## config.mk

```make
export PLATFORM = sky130hd
export DESIGN_NAME = tx_irq_cause
export DESIGN_NICKNAME = d
export VERILOG_FILES = /design/src/rtl/tx_irq_cause.sv
export SDC_FILE = /design/constraint.sdc
export NUM_CORES = 1
export LEC_CHECK = 0
export ABC_AREA = 1
export ABC_CLOCK_PERIOD_IN_PS = 2700
export CORE_AREA = 2 2 52 54
export CTS_BUF_LIST = sky130_fd_sc_hd__clkbuf_16
export CTS_CLUSTER_DIAMETER = 30
export DETAILED_ROUTE_END_ITERATION = 8
export DIE_AREA = 0 0 54 56
export DONT_BUFFER_PORTS = 1
export GPL_TIMING_DRIVEN = 0
export HOLD_SLACK_MARGIN = 0.15
export PLACE_DENSITY = 0.77
export REMOVE_ABC_BUFFERS = 1
export SETUP_SLACK_MARGIN = 0.02
export SLEW_MARGIN = 20
export SYNTH_ARGS = -nofsm -noshare
export SYNTH_HDL_FRONTEND = slang
export SYNTH_SLANG_ARGS = --single-unit
```

## constraint.sdc

```tcl
create_clock -name clk -period 2.7 [get_ports clk]
set_clock_uncertainty 0.2 [all_clocks]
set_input_delay 0.27 -clock clk [delete_from_list [all_inputs] [get_ports clk]]
set_output_delay 0.27 -clock clk [all_outputs]
set_load 0.01 [all_outputs]
```

## src/rtl/tx_irq_cause.sv

```systemverilog
module tx_irq_cause #(
  parameter int MEM_DEPTH = 16,
  parameter int FILL_W    = $clog2(MEM_DEPTH/2 + 1)
) (
  input  logic              clk,
  input  logic              rst_n,
  input  logic              fifo_mode,
  input  logic [1:0]        width_mode,
  input  logic [FILL_W-1:0] trig_level,
  input  logic              push,
  input  logic              take,
  input  logic              shifter_idle,
  input  logic              stop_done,
  input  logic              shared_line,
  input  logic              mid_strobe,
  input  logic              tx_level,
  input  logic              rx_level,
  input  logic              blocked_evt,
  input  logic              nack_evt,
  input  logic              clr_we,
  input  logic [31:0]       clr_data,
  input  logic              mask_we,
  input  logic [31:0]       mask_data,
  output logic [31:0]       cause,
  output logic              irq,
  output logic [FILL_W-1:0] fill
);
  localparam int          HALF     = MEM_DEPTH / 2;
  localparam logic [31:0] EV_BITS  = 32'h0000_07E0;
  localparam logic [31:0] NOFIFO_V = 32'h0000_0780;

  logic [FILL_W-1:0] fill_q, cap;
  logic [31:0]       ev_q, ev_set, clr, mask_q, lvl;
  logic [1:0]        shift;
  logic              full, empty, push_ok, take_ok;

  assign shift   = (width_mode == 2'd3) ? 2'd2 : width_mode;
  assign cap     = FILL_W'(HALF) >> shift;
  assign full    = fill_q >= cap;
  assign empty   = fill_q == '0;
  assign push_ok = fifo_mode & push & ~full;
  assign take_ok = fifo_mode & take & ~empty;
  assign clr     = clr_we ? clr_data : 32'd0;

  always_comb begin
    ev_set     = '0;
    ev_set[5]  = fifo_mode & push & full;
    ev_set[6]  = fifo_mode & take & empty;
    ev_set[7]  = blocked_evt;
    ev_set[8]  = nack_evt;
    ev_set[9]  = stop_done & shifter_idle & (~fifo_mode | empty);
    ev_set[10] = shared_line & mid_strobe & (tx_level ^ rx_level);
  end

  always_ff @(posedge clk or negedge rst_n) begin
    if (!rst_n) begin
      fill_q <= '0;
      ev_q   <= '0;
      mask_q <= '0;
    end else begin
      fill_q <= fill_q + FILL_W'(push_ok) - FILL_W'(take_ok);
      ev_q   <= ((ev_q & ~clr) | ev_set) & EV_BITS;
      if (mask_we) mask_q <= mask_data;
    end
  end

  always_comb begin
    lvl    = '0;
    lvl[0] = fifo_mode & (fill_q < trig_level);
    lvl[1] = fifo_mode & ~full;
    lvl[4] = fifo_mode & empty;
  end

  assign cause = lvl | (ev_q & (fifo_mode ? EV_BITS : NOFIFO_V));
  assign irq   = |(cause & mask_q);
  assign fill  = fill_q;

  p_fill_cap_r3: assert property (@(posedge clk) disable iff (!rst_n)
    fill_q <= FILL_W'(HALF));
  p_no_overflow_r5: assert property (@(posedge clk) disable iff (!rst_n)
    (fifo_mode && push && full && !take) |=> (fill_q == $past(fill_q) && ev_q[5]));
  p_underflow_r6: assert property (@(posedge clk) disable iff (!rst_n)
    (fifo_mode && take && empty) |=> ev_q[6]);
  p_done_r7: assert property (@(posedge clk) disable iff (!rst_n)
    (stop_done && shifter_idle && !fifo_mode) |=> ev_q[9]);
  p_arb_r8: assert property (@(posedge clk) disable iff (!rst_n)
    (shared_line && mid_strobe && tx_level != rx_level) |=> ev_q[10]);
  p_frozen_r10: assert property (@(posedge clk) disable iff (!rst_n)
    !fifo_mode |=> fill_q == $past(fill_q));
  p_set_wins_r12: assert property (@(posedge clk) disable iff (!rst_n)
    (nack_evt && clr_we && clr_data[8]) |=> cause[8]);
endmodule

```

== Yosys cells after proc, flatten, opt, wreduce, memory -nomap -nowiden ==
Cells that the tools add are included.

* Add/subtract/negate cells: 2
* Order comparisons: 2
* Equal/unequal tests: 1
* Shift-type cells: 1
* Muxes and demuxes: 3
* Bitwise logic cells: 24
* Reduce and logical (&&, ||, !) cells: 2

{| class="wikitable"
|+ Operator list
! kind !! number
|-
| $and 11x32->32 || 1
|-
| $reduce_or 32->1 || 1
|-
| $and 11x11->11 || 2
|-
| $and 1x1->1 || 13
|-
| $mux 11 || 1
|-
| $not 11->11 || 1
|-
| $or 11x11->11 || 1
|-
| $or 5x11->11 || 1
|-
| $mux 7 || 1
|-
| $add 4x1->4 || 1
|-
| $ge 4x4->1 || 1
|-
| $logic_not 4->1 || 1
|-
| $lt 4x4->1 || 1
|-
| $shr 4x2->4 const A || 1
|-
| $sub 4x1->4 || 1
|-
| $not 1->1 || 3
|-
| $eq 2x2->1 const B || 1
|-
| $mux 2 || 1
|-
| $or 1x1->1 || 1
|-
| $xor 1x1->1 || 1
|}

* Register bits after elaboration: 42
* Output and inout port bits: 37
* Logic and storage cells: 38

== Longest topological paths before layout ==
Gate-level depths: netlist of the first run.

* Word-level depth: 9
* Mapped depth: 16
* Depth with buffers taken out: 16

== Worst setup path after synthesis of the first run ==
Ideal clock, no wire load.

* Path kind: input -> register
* From: input width_mode[1]
* To: register fill_q[2] (netlist: fill[2])
* Library setup time: 0.124 ns
* Data arrival time: 2.363 ns
* Setup slack: 0.013 ns
* Stages: 11
* Cells stage by stage: or2_2 ha_1 a21oi_1 nand2_1 nor2_1 nand2_1 ha_1 inv_1 ha_1 fa_1 xor2_1

* Word-level cells in the longest chain between the ends: 8

{| class="wikitable"
|+ Ends and longest elaborated chain
! item !! RTL line !! source
|-
| from (decl) || 8 || <nowiki>input logic [1:0] width_mode,</nowiki>
|-
| $eq 2x2->1 || 37 || <nowiki>assign shift = (width_mode == 2'd3) ? 2'd2 : width_mode;</nowiki>
|-
| $mux 2 * || 37 ||
|-
| $shr 4x2->4 * || 38 || <nowiki>assign cap = FILL_W'(HALF) >> shift;</nowiki>
|-
| $ge 4x4->1 * || 39 || <nowiki>assign full = fill_q >= cap;</nowiki>
|-
| $not 1->1 * || 41 || <nowiki>assign push_ok = fifo_mode & push & ~full;</nowiki>
|-
| $and 1x1->1 * || 41 ||
|-
| $add 4x1->4 * || 61 || <nowiki>fill_q <= fill_q + FILL_W'(push_ok) - FILL_W'(take_ok);</nowiki>
|-
| $sub 4x1->4 * || 61 ||
|-
| to (signal assigned) || 61 ||
|-
| to (decl) || 32 || <nowiki>logic [FILL_W-1:0] fill_q, cap;</nowiki>
|}

Mark *: on every way between the ends. The rest lies on a longest branch, timed or not.
A chain may end at the register's enable or synchronous reset.

== Final worst setup path of the first run ==
* From: register fill_q[2] (netlist: fill[2])
* To: register fill_q[2] (netlist: fill[2])

* Word-level cells in the longest chain between the ends: 5
* Elaborated cells between the ends (all ways): 8
* Classes of those cells: add/sub (2); order compare (1); bitwise (4); reduce/logical (1)

{| class="wikitable"
|+ Ends and longest elaborated chain
! item !! RTL line
|-
| $ge 4x4->1 || 39
|-
| $not 1->1 || 41
|-
| $and 1x1->1 || 41
|-
| $add 4x1->4 || 61
|-
| $sub 4x1->4 * || 61
|}

Marks and branches as above.

==> flow_metrics.env, run 1 <==
export IMPL_outcome="complete, no violations"
export IMPL_multi_input_area_um2=714
export IMPL_crit_chain="ha_1, nand2_1, inv_1, nand2_1, nand2_2, nor2_4, nand2_2, ha_1, inv_1, ha_1, fa_2, xor2_1"
export IMPL_cts_tree="yes"
export IMPL_die_area_mm2=0.00302
export IMPL_whs_path_depth=4
export IMPL_syn_avg_cell_area_um2=8.51
export IMPL_p_seq_frac=0.343
export IMPL_clk_path_buf_depth=2
export IMPL_timing_final_crit_share=0.967
export IMPL_most_common_layout_cells="nand2_1 (38), dlygate4sd3_1 (26), conb_1 (24), inv_1 (19), dfrtp_1 (16)"
export IMPL_min_to="fill[0]"
export IMPL_grt_setup_unrepaired="yes"
export IMPL_die_y_um=56
export IMPL_regArea_um2=479
export IMPL_antennaDiodeCount=0
export IMPL_ir_drop_mv=0.532
export IMPL_grt_pass1_vias=1092
export IMPL_start_util=0.553
export IMPL_fp_coreArea_mm2=0.00243
export IMPL_grt_max_degree=20
export IMPL_regToRegEndpoint="fill[2]"
export IMPL_via_per_inst=4.82
export IMPL_cpPeakStageDelay_ns=0.45
export IMPL_combinationalPowerShare=0.429
export IMPL_final_common_cell="nand2_1"
export IMPL_hpwlAfterDp_um=2030
export IMPL_setup_tns_final_ns=0
export IMPL_synthTopCellsByArea="dfrtp_1 (35%), buf_4 (15%), ha_1 (11%)"
export IMPL_cp_max_fo=4
export IMPL_synth_top_cell_area_share=0.353
export IMPL_clock_root_buffer="clkbuf_16"
export IMPL_grt_pass1_wl_um=4370
export IMPL_placed_area_mm2=0.00125
export IMPL_power_switching_uw=496
export IMPL_timing_hold_ws_ns=0.284
export IMPL_drtPass1Iterations=4
export IMPL_yosys_area_top_type="dfrtp_1"
export IMPL_drv_slew=0
export IMPL_intPower_uw=813
export IMPL_antenna_found_initial=0
export IMPL_synthCells=158
export IMPL_globalplace_congestion=0.686
export IMPL_hp_class="in2reg"
export IMPL_arrival_ns=2.54
export IMPL_wl_per_cell_um=13.6
export IMPL_synth_area_mm2=0.00135
export IMPL_htree_levels=1
export IMPL_yosysWarnings=0
export IMPL_finalSetupViolCount=0
export IMPL_fin_crit_ns=2.61
export IMPL_p_leak_nw=0.842
export IMPL_cp_num_buf_inv=2
export IMPL_worst_pin_slew_ns=0.839
export IMPL_drtIter0Drc=17
export IMPL_clkTransAtPathRegs_ns=0.05
export IMPL_final_nets=282
export IMPL_yosysSeqAreaShare=0.353
export IMPL_pin_count=122
export IMPL_die_w_um=54
export IMPL_rows=18
export IMPL_clk_latency_ns=0.25
export IMPL_fin_area_mm2=0.00165
export IMPL_p_clk_frac=0.228
export IMPL_timing_rr_start="fill[2]"
export IMPL_finalHoldViolations=0
export IMPL_final_cells=213
export IMPL_required_ns=2.63
export IMPL_p_per_area_mw_per_mm2=794
export IMPL_final_antenna_net_count=0
export IMPL_num_fill_cells=182
export IMPL_cp_common_cell="ha_1"
export IMPL_cts_made_buffers=3
export IMPL_wirelength_um=2890
export IMPL_post_route_cells_drive_above_1_share=0.148
export IMPL_power_share_switching=0.379
export IMPL_port_buffers=0
export IMPL_rr_worst_depth=12
export IMPL_clkSinkCount=19
export IMPL_grtUsageTotal=0.198
export IMPL_ff2ff_setup_slack_ns=0.09
export IMPL_synth_cell_types=24
export IMPL_slowest_stage="dfrtp_2"
export IMPL_grt_ovfl_total=0
export IMPL_relSlewSlack=0.439
export IMPL_syn_to_final_growth_pct=22.6
export IMPL_min_from="push"
export IMPL_fmax_mhz=383
export IMPL_worstSetupStartpointType="flop"
export IMPL_drc=0
export IMPL_fin_util=0.678
export IMPL_ys_seq_elements=19
export IMPL_cp_end_kind="flop"
export IMPL_drv_cap=0
export IMPL_crit_family="adder cells"
export IMPL_placed_cells=182
export IMPL_path_class="reg2reg"
export IMPL_vias=1026
==> logic make-up (layout without fill, tap and decap cells) <==
| group | count (synthesis) | in the layout | synth area share |
|---|---|---|---|
| mux | 8 | 8 | 0.0670 |
| simple gates | 59 | 59 | 0.187 |
| xor+xnor | 2 | 2 | 0.0130 |
| other cells | 1 | 24 | 0.00279 |
| fa+ha+maj | 13 | 13 | 0.127 |
| compound gates | 8 | 8 | 0.0344 |
| flops | 19 | 19 | 0.353 |
| buf+inv | 48 | 50 | 0.216 |
==> power by group through the flow <==
stage | clock network [mW] | registers [mW] | logic (mW)
floorplan | 0 | 0.419 | 0.352
global placement | 0 | 0.438 | 0.393
detailed placement | 0 | 0.440 | 0.434
CTS | 0.304 | 0.441 | 0.524
global route | 0.314 | 0.461 | 0.632
finish | 0.299 | 0.449 | 0.561
==> stage by stage <==
step / total power, mW / setup slack (ns)
4_1_cts: 1.27 / 0.0487
3_5_place_dp: 0.874 / -0.226
5_1_grt: 1.41 / -0.00230
6_report: 1.31 / 0.0882
3_3_place_gp: 0.831 / -0.111
2_1_floorplan: 0.771 / 0.0133
==> how the worst max path moves through the flow <==
stage	endpoint	cells after the start	from	slack, ns
after floorplan	fill[2]	11	width_mode[1]	0.01
after global placement	fill[2]	11	width_mode[1]	-0.11
after detailed placement	fill[2]	11	width_mode[1]	-0.23
after CTS	fill[2]	12	fill[1]	0.05
after global routing	fill[2]	12	fill[2]	-0.002
final	fill[2]	12	fill[2]	0.09
==> routing by layer <==
metal | global-route usage | part of all wire | up-vias
li1 | - | - | 495
met1 | 0.208 | 0.38 | 464
met2 | 0.345 | 0.51 | 62
met3 | 0.0538 | 0.096 | 5
met4 | 0.100 | 0.016 | 0
met5 | 0 | 0 | -
==> area by class of cell <==
class / instances / area share
multi-input cells: 114 / 0.433
flip-flops and latches: 19 / 0.291
repair buffers: 27 / 0.162
clock buffers: 3 / 0.0455
inverters: 19 / 0.0432
well taps: 30 / 0.0228
clock inverters: 1 / 0.00228
==> what timing repair did <==
action,4_1_cts,5_1_grt
cloned,0,0
resized for setup,8,4
hold endpoints to repair,34,0
hold buffers,27,0
setup buffers,0,1
setup endpoints to repair,2,4
pin swaps,1,2
==> synthesized netlist by cell type <==
master and count:
fa_1 1, inv_2 1, or2_2 1, nor2_1 5, inv_1 18, nor3b_2 1, mux2_2 8, buf_6 1
xor2_1 1, buf_4 27, xnor2_1 1, conb_1 1, a21oi_1 2, nand4_1 1, buf_2 1, nand2_1 40
nand3_1 9, a31oi_1 1, and2_2 1, ha_1 12, nor3_1 1, a21o_1 2, o21ai_0 3, dfrtp_1 19
==> worst min-delay path, delay by kind of cell <==
family                     cells  cell delay (ns)
adders and majority gates      2             0.33
and+or+nand+nor                1             0.05
buffers and inverters          1             0.05
==> registers in the layout, indices dropped and copies added, names as in the netlist <==
register,count
mask_q,9
fill,4
ev_q,6
(Power assumes the default switching activity.)
==> run 2: changes to the inputs <==
- ABC_AREA: 1 -> not set
- ABC_CLOCK_PERIOD_IN_PS: 2700 -> 3200
- CAP_MARGIN: not set -> 20
- CORE_AREA: 2 2 52 54 -> 2 2 51 53
- DIE_AREA: 0 0 54 56 -> 0 0 53 55
- PLACE_DENSITY: 0.77 -> 0.79
- clock period: 2.7 -> 3.2 ns (I/O delays scaled with it)
==> run 2 against run 1 <==
Wire length up 1.6%; final area down 0.76%; register-to-register slack better by 0.20 ns; fmax down 10%; final cell count down 13%; critical endpoint unchanged; setup slack better by 0.20 ns; die area down 3.6%; non-clock buffer count up 4; sequential share of layout area about the same; global-route usage up 2.7 points; synthesized cell count down 21%.
==> flow_metrics.env, run 2 <==
export IMPL_hp_class="in2reg"
export IMPL_globalplace_congestion=0.756
export IMPL_finalSetupViolCount=0
export IMPL_largest_reg_flops=9
export IMPL_clkSinkCount=19
export IMPL_synthTopCellsByArea="dfrtp_1 (36%), buf_4 (15%), ha_1 (11%)"
export IMPL_die_w_um=53
export IMPL_antenna_found_initial=0
export IMPL_drv_slew=0
export IMPL_fin_crit_ns=2.91
export IMPL_drv_cap=0
export IMPL_grt_pass1_vias=973
export IMPL_antennaDiodeCount=0
export IMPL_p_per_area_mw_per_mm2=665
export IMPL_start_util=0.562
export IMPL_relSlewSlack=0.439
export IMPL_arrival_ns=2.85
export IMPL_syn_to_final_growth_pct=23.2
export IMPL_drc=0
export IMPL_required_ns=3.14
export IMPL_syn_avg_cell_area_um2=10.6
export IMPL_finalPower_mw=1.09
export IMPL_outcome="complete, no violations"
export IMPL_die_area_mm2=0.00292
export IMPL_die_y_um=55
export IMPL_fmax_mhz=343
export IMPL_vias=967
export IMPL_cts_tree="yes"
export IMPL_port_buffers=0
export IMPL_via_per_inst=5.23
export IMPL_rows=18
export IMPL_timing_hold_ws_ns=0.326
export IMPL_yosys_area_top_type="dfrtp_1"
export IMPL_drtPass1Iterations=5
export IMPL_worst_pin_slew_ns=0.839
export IMPL_yosysWarnings=0
export IMPL_wirelength_um=2930
export IMPL_p_clk_frac=0.239
export IMPL_path_class="reg2reg"
export IMPL_most_common_layout_cells="dlygate4sd3_1 (31), conb_1 (24), dfrtp_1 (19), ha_1 (12), nand2_1 (11)"
export IMPL_synthCells=125
export IMPL_cp_end_kind="flop"
export IMPL_htree_levels=1
export IMPL_wl_per_cell_um=15.9
export IMPL_p_leak_nw=0.796
export IMPL_cp_max_fo=6
export IMPL_drtIter0Drc=9
export IMPL_synth_top_cell_area_share=0.358
export IMPL_synth_area_mm2=0.00133
export IMPL_clock_root_buffer="clkbuf_16"
export IMPL_synth_cell_types=28
export IMPL_finalHoldViolations=0
export IMPL_clk_path_buf_depth=2
export IMPL_final_antenna_net_count=0
export IMPL_final_nets=254
export IMPL_power_share_switching=0.356
export IMPL_pin_count=122
export IMPL_final_common_cell="dlygate4sd3_1"
export IMPL_async_reset_ff_frac=1.00
export IMPL_combinationalPowerShare=0.412
export IMPL_clkTransAtPathRegs_ns=0.05
export IMPL_grt_setup_unrepaired="no"
export IMPL_synth_edff_count=0
export IMPL_yosysSeqAreaShare=0.358
export IMPL_synthFlopType="dfrtp_1"
export IMPL_clk_latency_ns=0.25
export IMPL_p_seq_frac=0.349
export IMPL_cts_made_buffers=3
export IMPL_ys_seq_elements=19
export IMPL_post_route_cells_drive_above_1_share=0.161
export IMPL_fin_util=0.692
export IMPL_grt_max_degree=20
export IMPL_worstSetupStartpointType="flop"
export IMPL_grt_ovfl_total=0
export IMPL_timing_final_crit_share=0.910
export IMPL_grtUsageTotal=0.225
export IMPL_power_switching_uw=387
export IMPL_grt_pass1_wl_um=4530
export IMPL_ir_drop_mv=0.599
export IMPL_hpwlAfterDp_um=1910
export IMPL_cts_resized=0
export IMPL_synthTopCellsByCount="buf_4 (27), dfrtp_1 (19), ha_1 (12), nand2_1 (11), inv_1 (10)"
export IMPL_synth_most_common_cell="buf_4"
export IMPL_setup_tns_final_ns=0
export IMPL_intPower_uw=701
export IMPL_largest_register="mask_q"
export IMPL_fp_coreArea_mm2=0.00236
==> run 2: cell count changes after synthesis, sizes merged, moves of 3 or more <==
| cell | delta |
|---|---|
| inv | -9 |
| nand3 | -9 |
| nand2 | -29 |
| a32o | +3 |
| o21ai | -3 |
| nand2b | +3 |
==> run 2: cell families (layout without fill, tap and decap cells) <==
logic type      count (synthesis)  in the layout  share of synthesized area
other cells                     1             24                    0.00282
flops                          19             19                      0.358
compound gates                 18             18                      0.131
fa+ha+maj                      13             13                      0.128
buf+inv                        38             45                      0.184
xor+xnor                        3              3                     0.0198
mux                             9              9                     0.0763
simple gates                   24             24                      0.101
==> run 2: final timing paths <==
path | depth (start not counted) | end | slack, ns | start
setup reg to reg | 9 | fill[2] | 0.29 | fill[1]
hold / removal | 4 | fill[0] | 0.33 | push
hold reg to reg | 1 | fill[0] | 0.47 | fill[0]
setup / recovery | 9 | fill[2] | 0.29 | fill[1]
min in group asynchronous | 1 | mask_q[7] | 0.41 | rst_n
max in group asynchronous | 1 | ev_q[10] | 1.86 | rst_n
==> run 2: stage by stage <==
stage / std cells / area [um2] / setup WS [ns]
finish: 185 / 1640 / 0.288
global route: 185 / 1640 / 0.173
CTS: 185 / 1640 / 0.280
detailed placement: 150 / 1250 / 0.294
global placement: 150 / 1250 / 0.326
floorplan: 120 / 1210 / 0.467
==> run 2: layer usage <==
layer | GRT usage | part of all wire | vias up
met4 | 0.0641 | 0.0089 | 0
met3 | 0.0565 | 0.11 | 2
met1 | 0.249 | 0.36 | 456
met5 | 0 | 0 | -
met2 | 0.429 | 0.53 | 72
li1 | - | - | 437
==> run 2: timing repair <==
| action | in CTS | in global routing |
|---|---|---|
| hold buffers | 31 | 0 |
| hold endpoints to repair | 34 | 0 |
| setup buffers | 0 | 0 |
==> run 2: cell type report <==
| type | count | area (um2) |
|---|---|---|
| sequential | 19 | 475 |
| multi-input combinational | 91 | 696 |
| timing repair buffer | 31 | 310 |
| tap | 30 | 37.5 |
| fill | 174 | 728 |
| inverter | 10 | 37.5 |
| clock buffer | 3 | 75.1 |
| clock inverter | 1 | 5.00 |
==> run 2: power by group through the flow <==
stage	clock [mW]	combinational [mW]	sequential [mW]
floorplan	0	0.330	0.359
global placement	0	0.359	0.378
detailed placement	0	0.387	0.382
CTS	0.260	0.446	0.378
global route	0.275	0.506	0.387
finish	0.260	0.448	0.379
==> run 2: critical path, cell delays in order (launching register included) <==
cell and delay, ns:
dfrtp_1 0.49, ha_1 0.37, a2111oi_4 0.31, o21a_1 0.28, nand2_1 0.10, ha_1 0.27
inv_1 0.04, ha_1 0.19, fa_1 0.38, xor2_1 0.16
==> run 3: changes to the inputs <==
- ABC_CLOCK_PERIOD_IN_PS: 3200 -> 3100
- clock period: 3.2 -> 3.1 ns (I/O delays scaled with it)
==> results of run 3 <==
Same layout as run 2 (identical final DEF). Status: complete, no violations.
Main changes from that run: setup slack after placement 0.294 ns -> 0.194 ns; setup slack after layout 0.288 ns -> 0.188 ns; hold slack 0.326 ns -> 0.316 ns; register-to-register setup slack 0.29 ns -> 0.19 ns; total power 1.09 mW -> 1.12 mW; worst IR drop on VDD 0.599 mV -> 0.619 mV
